--- src/rtl/lane_ecc_pkg.sv ---
// Shared code layout for the lane corrector.
// Assumes four original lanes and three checks in a (7,4) arrangement.
package lane_ecc_pkg;

    localparam int unsigned NLANE = 4;
    localparam int unsigned NCHK  = 3;

    // Returns 1 when check k covers original lane l (both zero-based).
    function automatic logic covers(input int k, input int l);
        logic [NLANE-1:0] m;
        case (k)
            0:       m = 4'b0111;
            1:       m = 4'b1011;
            default: m = 4'b1101;
        endcase
        return m[l];
    endfunction

    // Lowest-numbered check that covers lane l; used for the rebuild.
    function automatic int first_check(input int l);
        int r;
        r = 0;
        for (int k = NCHK - 1; k >= 0; k--) begin
            if (covers(k, l)) r = k;
        end
        return r;
    endfunction

    // Syndrome pattern produced by a fault in lane l (check 0 at MSB).
    function automatic logic [NCHK-1:0] lane_pattern(input int l);
        logic [NCHK-1:0] p;
        for (int k = 0; k < NCHK; k++) p[NCHK-1-k] = covers(k, l);
        return p;
    endfunction

endpackage

--- src/rtl/lane_ecc_encoder.sv ---
// Builds the stimulus for each redundant lane as the signed sum of the
// original lane inputs it covers. Purely combinational.
// Assumes RW >= W+2 so a three-term sum cannot overflow.
module lane_ecc_encoder
    import lane_ecc_pkg::*;
#(
    parameter int unsigned W  = 16,
    parameter int unsigned RW = W + 2
) (
    input  logic [NLANE*W-1:0] x_in,
    output logic [NCHK*RW-1:0] red_x
);

    for (genvar k = 0; k < NCHK; k++) begin : g_chk
        logic [RW-1:0] acc;

        // Sum the sign-extended covered inputs for check k.
        always_comb begin
            acc = '0;
            for (int l = 0; l < NLANE; l++) begin
                if (covers(k, l)) begin
                    acc = acc + {{(RW-W){x_in[l*W+W-1]}}, x_in[l*W +: W]};
                end
            end
        end

        assign red_x[k*RW +: RW] = acc;
    end

endmodule

--- src/rtl/lane_ecc_check.sv ---
// One arithmetic parity check: redundant output minus the covered original
// outputs, failing when the difference leaves the band [-TOL, +TOL].
// Assumes DW >= RW+2 so the difference is exact.
module lane_ecc_check
    import lane_ecc_pkg::*;
#(
    parameter int unsigned W   = 16,
    parameter int unsigned RW  = W + 2,
    parameter int unsigned DW  = W + 4,
    parameter int unsigned TOL = 2,
    parameter int unsigned K   = 0
) (
    input  logic [NLANE*W-1:0] z_data,
    input  logic [RW-1:0]      z_red_k,
    output logic               fail
);

    localparam logic signed [DW-1:0] TOLS = $signed(DW'(TOL));

    logic [DW-1:0]        acc;
    logic signed [DW-1:0] diff;

    // Residue of the check: redundant sample minus covered originals.
    always_comb begin
        acc = {{(DW-RW){z_red_k[RW-1]}}, z_red_k};
        for (int l = 0; l < NLANE; l++) begin
            if (covers(K, l)) begin
                acc = acc - {{(DW-W){z_data[l*W+W-1]}}, z_data[l*W +: W]};
            end
        end
        diff = $signed(acc);
    end

    // Two-sided tolerance compare; the edge value itself passes.
    assign fail = (diff > TOLS) || (diff < -TOLS);

endmodule

--- src/rtl/lane_ecc_fix.sv ---
// Decodes the syndrome and rebuilds the named original lane by subtraction
// from the first check that covers it. Single-bit syndromes only report a
// redundant-lane fault. Assumes DW >= RW+2.
module lane_ecc_fix
    import lane_ecc_pkg::*;
#(
    parameter int unsigned W  = 16,
    parameter int unsigned RW = W + 2,
    parameter int unsigned DW = W + 4
) (
    input  logic [NCHK-1:0]    syn,
    input  logic [NLANE*W-1:0] z_data,
    input  logic [NCHK*RW-1:0] z_red,
    output logic [NLANE*W-1:0] fixed,
    output logic [NLANE-1:0]   fix_lane,
    output logic               red_fault
);

    for (genvar l = 0; l < NLANE; l++) begin : g_lane
        localparam int              FK  = first_check(l);
        localparam logic [NCHK-1:0] PAT = lane_pattern(l);

        logic [DW-1:0] rebuilt;
        logic          hit;

        // Rebuild lane l as covering redundant sample minus the other covered lanes.
        always_comb begin
            rebuilt = {{(DW-RW){z_red[FK*RW+RW-1]}}, z_red[FK*RW +: RW]};
            for (int j = 0; j < NLANE; j++) begin
                if (j != l && covers(FK, j)) begin
                    rebuilt = rebuilt - {{(DW-W){z_data[j*W+W-1]}}, z_data[j*W +: W]};
                end
            end
        end

        assign hit                = (syn == PAT);
        assign fix_lane[l]        = hit;
        assign fixed[l*W +: W]    = hit ? rebuilt[W-1:0] : z_data[l*W +: W];
    end

    assign red_fault = $onehot(syn);

endmodule

--- src/rtl/lane_ecc_guard.sv ---
// Top of the lane corrector: encoder for the redundant stimulus, three
// tolerance checks, syndrome decode and rebuild, and a one-cycle output
// register. Assumes at most one faulty lane per sample.
module lane_ecc_guard
    import lane_ecc_pkg::*;
#(
    parameter int unsigned W   = 16,
    parameter int unsigned TOL = 2
) (
    input  logic                   clk,
    input  logic                   rst_n,
    input  logic [4*W-1:0]         x_in,
    output logic [3*(W+2)-1:0]     red_x,
    input  logic                   z_vld,
    input  logic [4*W-1:0]         z_data,
    input  logic [3*(W+2)-1:0]     z_red,
    output logic                   out_vld,
    output logic [4*W-1:0]         out_data,
    output logic [2:0]             syndrome,
    output logic [3:0]             fix_lane,
    output logic                   red_fault,
    output logic                   err_flag
);

    localparam int unsigned RW = W + 2;
    localparam int unsigned DW = W + 4;

    logic [NCHK-1:0]    syn_c;
    logic [NLANE*W-1:0] fixed_c;
    logic [NLANE-1:0]   fix_c;
    logic               redf_c;

    lane_ecc_encoder #(.W(W), .RW(RW)) u_enc (
        .x_in  (x_in),
        .red_x (red_x)
    );

    for (genvar k = 0; k < NCHK; k++) begin : g_chk
        lane_ecc_check #(.W(W), .RW(RW), .DW(DW), .TOL(TOL), .K(k)) u_chk (
            .z_data  (z_data),
            .z_red_k (z_red[k*RW +: RW]),
            .fail    (syn_c[NCHK-1-k])
        );
    end

    lane_ecc_fix #(.W(W), .RW(RW), .DW(DW)) u_fix (
        .syn       (syn_c),
        .z_data    (z_data),
        .z_red     (z_red),
        .fixed     (fixed_c),
        .fix_lane  (fix_c),
        .red_fault (redf_c)
    );

    // Valid strobe follows the input strobe by one cycle.
    always_ff @(posedge clk) begin
        if (!rst_n) out_vld <= 1'b0;
        else        out_vld <= z_vld;
    end

    // Capture corrected samples and flags on each valid input sample.
    always_ff @(posedge clk) begin
        if (!rst_n) begin
            out_data  <= '0;
            syndrome  <= '0;
            fix_lane  <= '0;
            red_fault <= 1'b0;
            err_flag  <= 1'b0;
        end else if (z_vld) begin
            out_data  <= fixed_c;
            syndrome  <= syn_c;
            fix_lane  <= fix_c;
            red_fault <= redf_c;
            err_flag  <= |syn_c;
        end
    end

endmodule

--- config.mk ---
export PLATFORM = sky130hd
export DESIGN_NAME = lane_ecc_guard
export DESIGN_NICKNAME = d
export VERILOG_FILES = /design/src/rtl/lane_ecc_pkg.sv /design/src/rtl/lane_ecc_encoder.sv /design/src/rtl/lane_ecc_check.sv /design/src/rtl/lane_ecc_fix.sv /design/src/rtl/lane_ecc_guard.sv
export SDC_FILE = /design/constraint.sdc
export NUM_CORES = 1
export LEC_CHECK = 0
export BUFFER_PORTS_ARGS = -buffer_cell sky130_fd_sc_hd__buf_4
export CAP_MARGIN = 0
export CORE_MARGIN = 2
export CORE_UTILIZATION = 50
export DETAILED_ROUTE_END_ITERATION = 16
export GPL_TIMING_DRIVEN = 0
export PLACE_DENSITY = 0.74
export SLEW_MARGIN = 20
export SYNTH_ARGS = -nofsm -noshare
export SYNTH_HDL_FRONTEND = slang
export SYNTH_SLANG_ARGS = --single-unit
--- constraint.sdc ---
create_clock -name clk -period 10.9 [get_ports clk]
set_input_delay 1.09 -clock clk [delete_from_list [all_inputs] [get_ports clk]]
set_output_delay 1.09 -clock clk [all_outputs]
set_load 0.005 [all_outputs]
==> summary.txt <==
Run status
  • Outcome: completed

Setup path
  • Crit Path Class: in -> reg
  • CP Launch Point: z_red[0]
  • Buf/Inv on CP: 4
  • Setup crit end kind: flip-flop
  • Startpoint Class: input port
  • WP data required: approximately 11 ns
  • Worst-path fanout max: 10
  • Kind of cell adding the most delay to the critical path: compound AO/OA/AOI/OAI gates
  • Critical Path AT: 9.10 ns
  • R2R Path Start: out_data[50]$_SDFFE_PN0P_
  • CP max-delay cell: xnor2_1
  • Largest stage delay, worst path: around 0.66 ns
  • Crit path top cell by count: a21oi_1

Floorplan
  • # rows: between 60 and 70
  • Core ar.: ~30,000 um2
  • Die Y: roughly 180 um
  • Io pins: between 300 and 400
  • Die Wd: approximately 180 um
  • Initial core utilization: about half
  • Die ar.: 32,100 um2

Global route
  • Busiest grt layer: met2
  • Vias in the first global route: 15.5k
  • GR Layer Usage met2: between 50% and 60%
  • Initial antenna violation count: 2
  • Met3 GRT Util: 7.80%
  • GRT Util Overall: 34.2%
  • Largest net degree at the start of global routing: 15
  • Total gr overflow: 0
  • First-pass GRT wire length: approximately 84,000 um
  • Met1 GRT Util: between 40% and 50%

Place
  • Number of port buffers: 311
  • RePlAce Congestion: around 0.96
  • Post-DP HPWL: roughly 48,000 um

STA
  • # setup viols final: 0
  • Final Cycle Share: around four fifths
  • Unrepaired setup endpoints after global routing: false
  • Setup total negative slack: 0 ns
  • Relative slew slack: a little over a quarter
  • Clock Skew: 0 ns
  • Slew Viols, Final: 0
  • Hold_ws: ~0.47 ns
  • Worst-Margin Slew: about 1.1 ns
  • Final hold violation count: 0
  • Highest clock rate: 113 MHz
  • Min cycle time layout: 8.84 ns

Pwr
  • Maximum VDD drop: 0.0000921 V
  • Comb pwr share: 79.6%
  • Leak: ~8.3 nW
  • Clock Power Share: 10.7%
  • Internal: ~0.0016 W
  • Sequential power share: about a tenth
  • Sw Ratio: between 50 and 60%
  • Power Dens Cells: between 150 and 200 nW/um2
  • Switching power of the nets: between 0.0015 and 0.002 W

Yosys
  • Mapped cell area: roughly 15,000 um2
  • Main flop type after synthesis: dfxtp_1
  • Number of flops mapped to enable cells by yosys: 0
  • Unique masters post-synth: 93
  • Syn Inst Count: ~1.9k
  • Post-synthesis sequential area ratio: under 10%
  • #FFs+latches synth: 74
  • Syn_nets: 2,410
  • Largest area contributor in the netlist: ha_1
  • YS warnings: 0
  • Synth area leaders: ha_1 (17%), fa_1 (12%), dfxtp_1 (9.6%)
  • Synth top area share: 17.4%
  • Mean Syn Cell Area: 8.01 um2
  • Async S/R FF share, synth: 0%

Route
  • DR iter-0 viols: around 1.4k
  • Overall routed net length: 55,900 um
  • Routed vias: 16.3k
  • Vias/cell: between 6 and 7
  • Mean routed wirelength per cell: 21.2 um
  • Routed Antenna Nets: 0
  • Drt drc: 0
  • 1st-pass router iterations: 7

CTS
  • CTS tree: built
  • Gates resized, CTS repair: 0
  • Clock Sink Count: 74
  • Max Root-Sink Buffers: 2
  • Post-CTS Hold Buffers: 0
  • Setup bufs post-CTS: 0
  • H-tree depth: 3
  • Reg clk slew, reported paths: 0.07 ns
  • Num CTS Buffers: 9
  • Clock Root Buffer: clkbuf_16
  • Worst-Skew Late Latency: approximately 0.36 ns

Worst hold path
  • Worst min-delay path startpoint: syndrome[0]$_SDFFE_PN0P_
  • Hold crit path type: reg -> reg

Layout
  • Layout cells sized above 1: approximately 17%
  • Fillcell total: roughly 2.8k
  • Layout Nets: between 2k and 3k
  • Layout area overhead: 20.6%

Flow run
  • Max Cap Viol: 0
## cell usage after synthesis (30+ instances only)
| master | n |
|---|---|
| nor2_1 | 135 |
| a21oi_1 | 120 |
| xor2_1 | 38 |
| dfxtp_1 | 74 |
| nand3_1 | 51 |
| nor3_1 | 63 |
| fa_1 | 93 |
| a211oi_1 | 33 |
| inv_1 | 168 |
| a311oi_1 | 52 |
| nand2_1 | 83 |
| a21o_1 | 38 |
| o21ai_0 | 135 |
| xnor2_1 | 125 |
| clkbuf_1 | 39 |
| ha_1 | 214 |
| o21a_1 | 30 |
| nor4_1 | 57 |
## cell type report
cell class                      instances  area, um2  area share (%)
Sequential cell                        74       1480            8.00
Clock buffer                            9        225            1.22
Multi-Input combinational cell       1622      13000            70.3
Tap cell                              396        495            2.67
Clock inverter                          7        103           0.554
Timing Repair Buffer                  311       2330            12.6
Buffer                                 53        218            1.18
Inverter                              169        634            3.42
Antenna cell                            1       2.50          0.0135
## flip-flops by register name, indices dropped and copies added, names as in the netlist
register and flops:
fix_lane 4, red_fault 1, syndrome 3, out_data 64
err_flag 1, out_vld 1
## worst reg2reg max path, cell delays in order (launching register included)
cell	delay, ns
dfxtp_1	0.33
and3_1	0.17
a311o_1	0.31
## per-layer routing
metal | vias up | share of wire, % | routed length, um
met5 | - | 0 | 0
met1 | 7599 | 41 | 23200
met2 | 771 | 45 | 25100
met4 | 0 | 4.1 | 2280
met3 | 115 | 9.6 | 5370
li1 | 7801 | - | -
## cell families after synthesis
| logic type | after synthesis | share of synthesized area (%) |
|---|---|---|
| flip-flops | 74 | 9.64 |
| multiplexers | 9 | 0.684 |
| AND/OR/NAND/NOR | 551 | 18.7 |
| AO/OA/AOI/OAI | 592 | 26.5 |
| adder cells (fa/ha/maj) | 307 | 29.5 |
| buffers and inverters | 222 | 5.55 |
| XOR/XNOR | 163 | 9.29 |
## final timing paths
path | end | slack [ns] | cells past startpoint
max | out_data[25]$_SDFFE_PN0P_ | 2.06 | 33
min reg2reg | syndrome[0]$_SDFFE_PN0P_ | 0.47 | 2
max reg2reg | out_data[50]$_SDFFE_PN0P_ | 9.99 | 2
min | syndrome[0]$_SDFFE_PN0P_ | 0.47 | 2
## through the flow
| step | util [%] | setup WS, ns | instance area, um2 | total power, W | cells |
|---|---|---|---|---|---|
| 2_1_floorplan | - | 3.52 | 15400 | 0.00210 | 1918 |
| 3_3_place_gp | 59.8 | 1.90 | 18200 | 0.00280 | 2625 |
| 3_5_place_dp | 59.8 | 1.80 | 18200 | 0.00283 | 2625 |
| 4_1_cts | 60.9 | 2.14 | 18500 | 0.00319 | 2641 |
| 5_1_grt | 60.9 | 1.52 | 18500 | 0.00351 | 2641 |
| 6_report | 60.9 | 2.06 | 18500 | 0.00325 | 2642 |
## cell usage in the layout, fill, tap and decap left out, drive strengths merged, types with 39 or more instances in the layout
| cell type | count |
|---|---|
| nand2 | 87 |
| a311oi | 52 |
| ha | 214 |
| o21ai | 139 |
| fa | 93 |
| a21oi | 121 |
| nor3 | 63 |
| inv | 170 |
| nor2 | 135 |
| nor4 | 60 |
| clkbuf | 48 |
| xnor2 | 125 |
| buf | 325 |
| nand3 | 51 |
| dfxtp | 74 |
| a211oi | 39 |
## power groups by stage
stage | registers, W | logic [W] | clock network [W]
floorplan | 0.000311 | 0.00179 | 0
finish | 0.000314 | 0.00259 | 0.000348
global placement | 0.000318 | 0.00248 | 0
CTS | 0.000312 | 0.00254 | 0.000341
global route | 0.000315 | 0.00285 | 0.000352
detailed placement | 0.000318 | 0.00252 | 0
(Power assumes the default switching activity.)
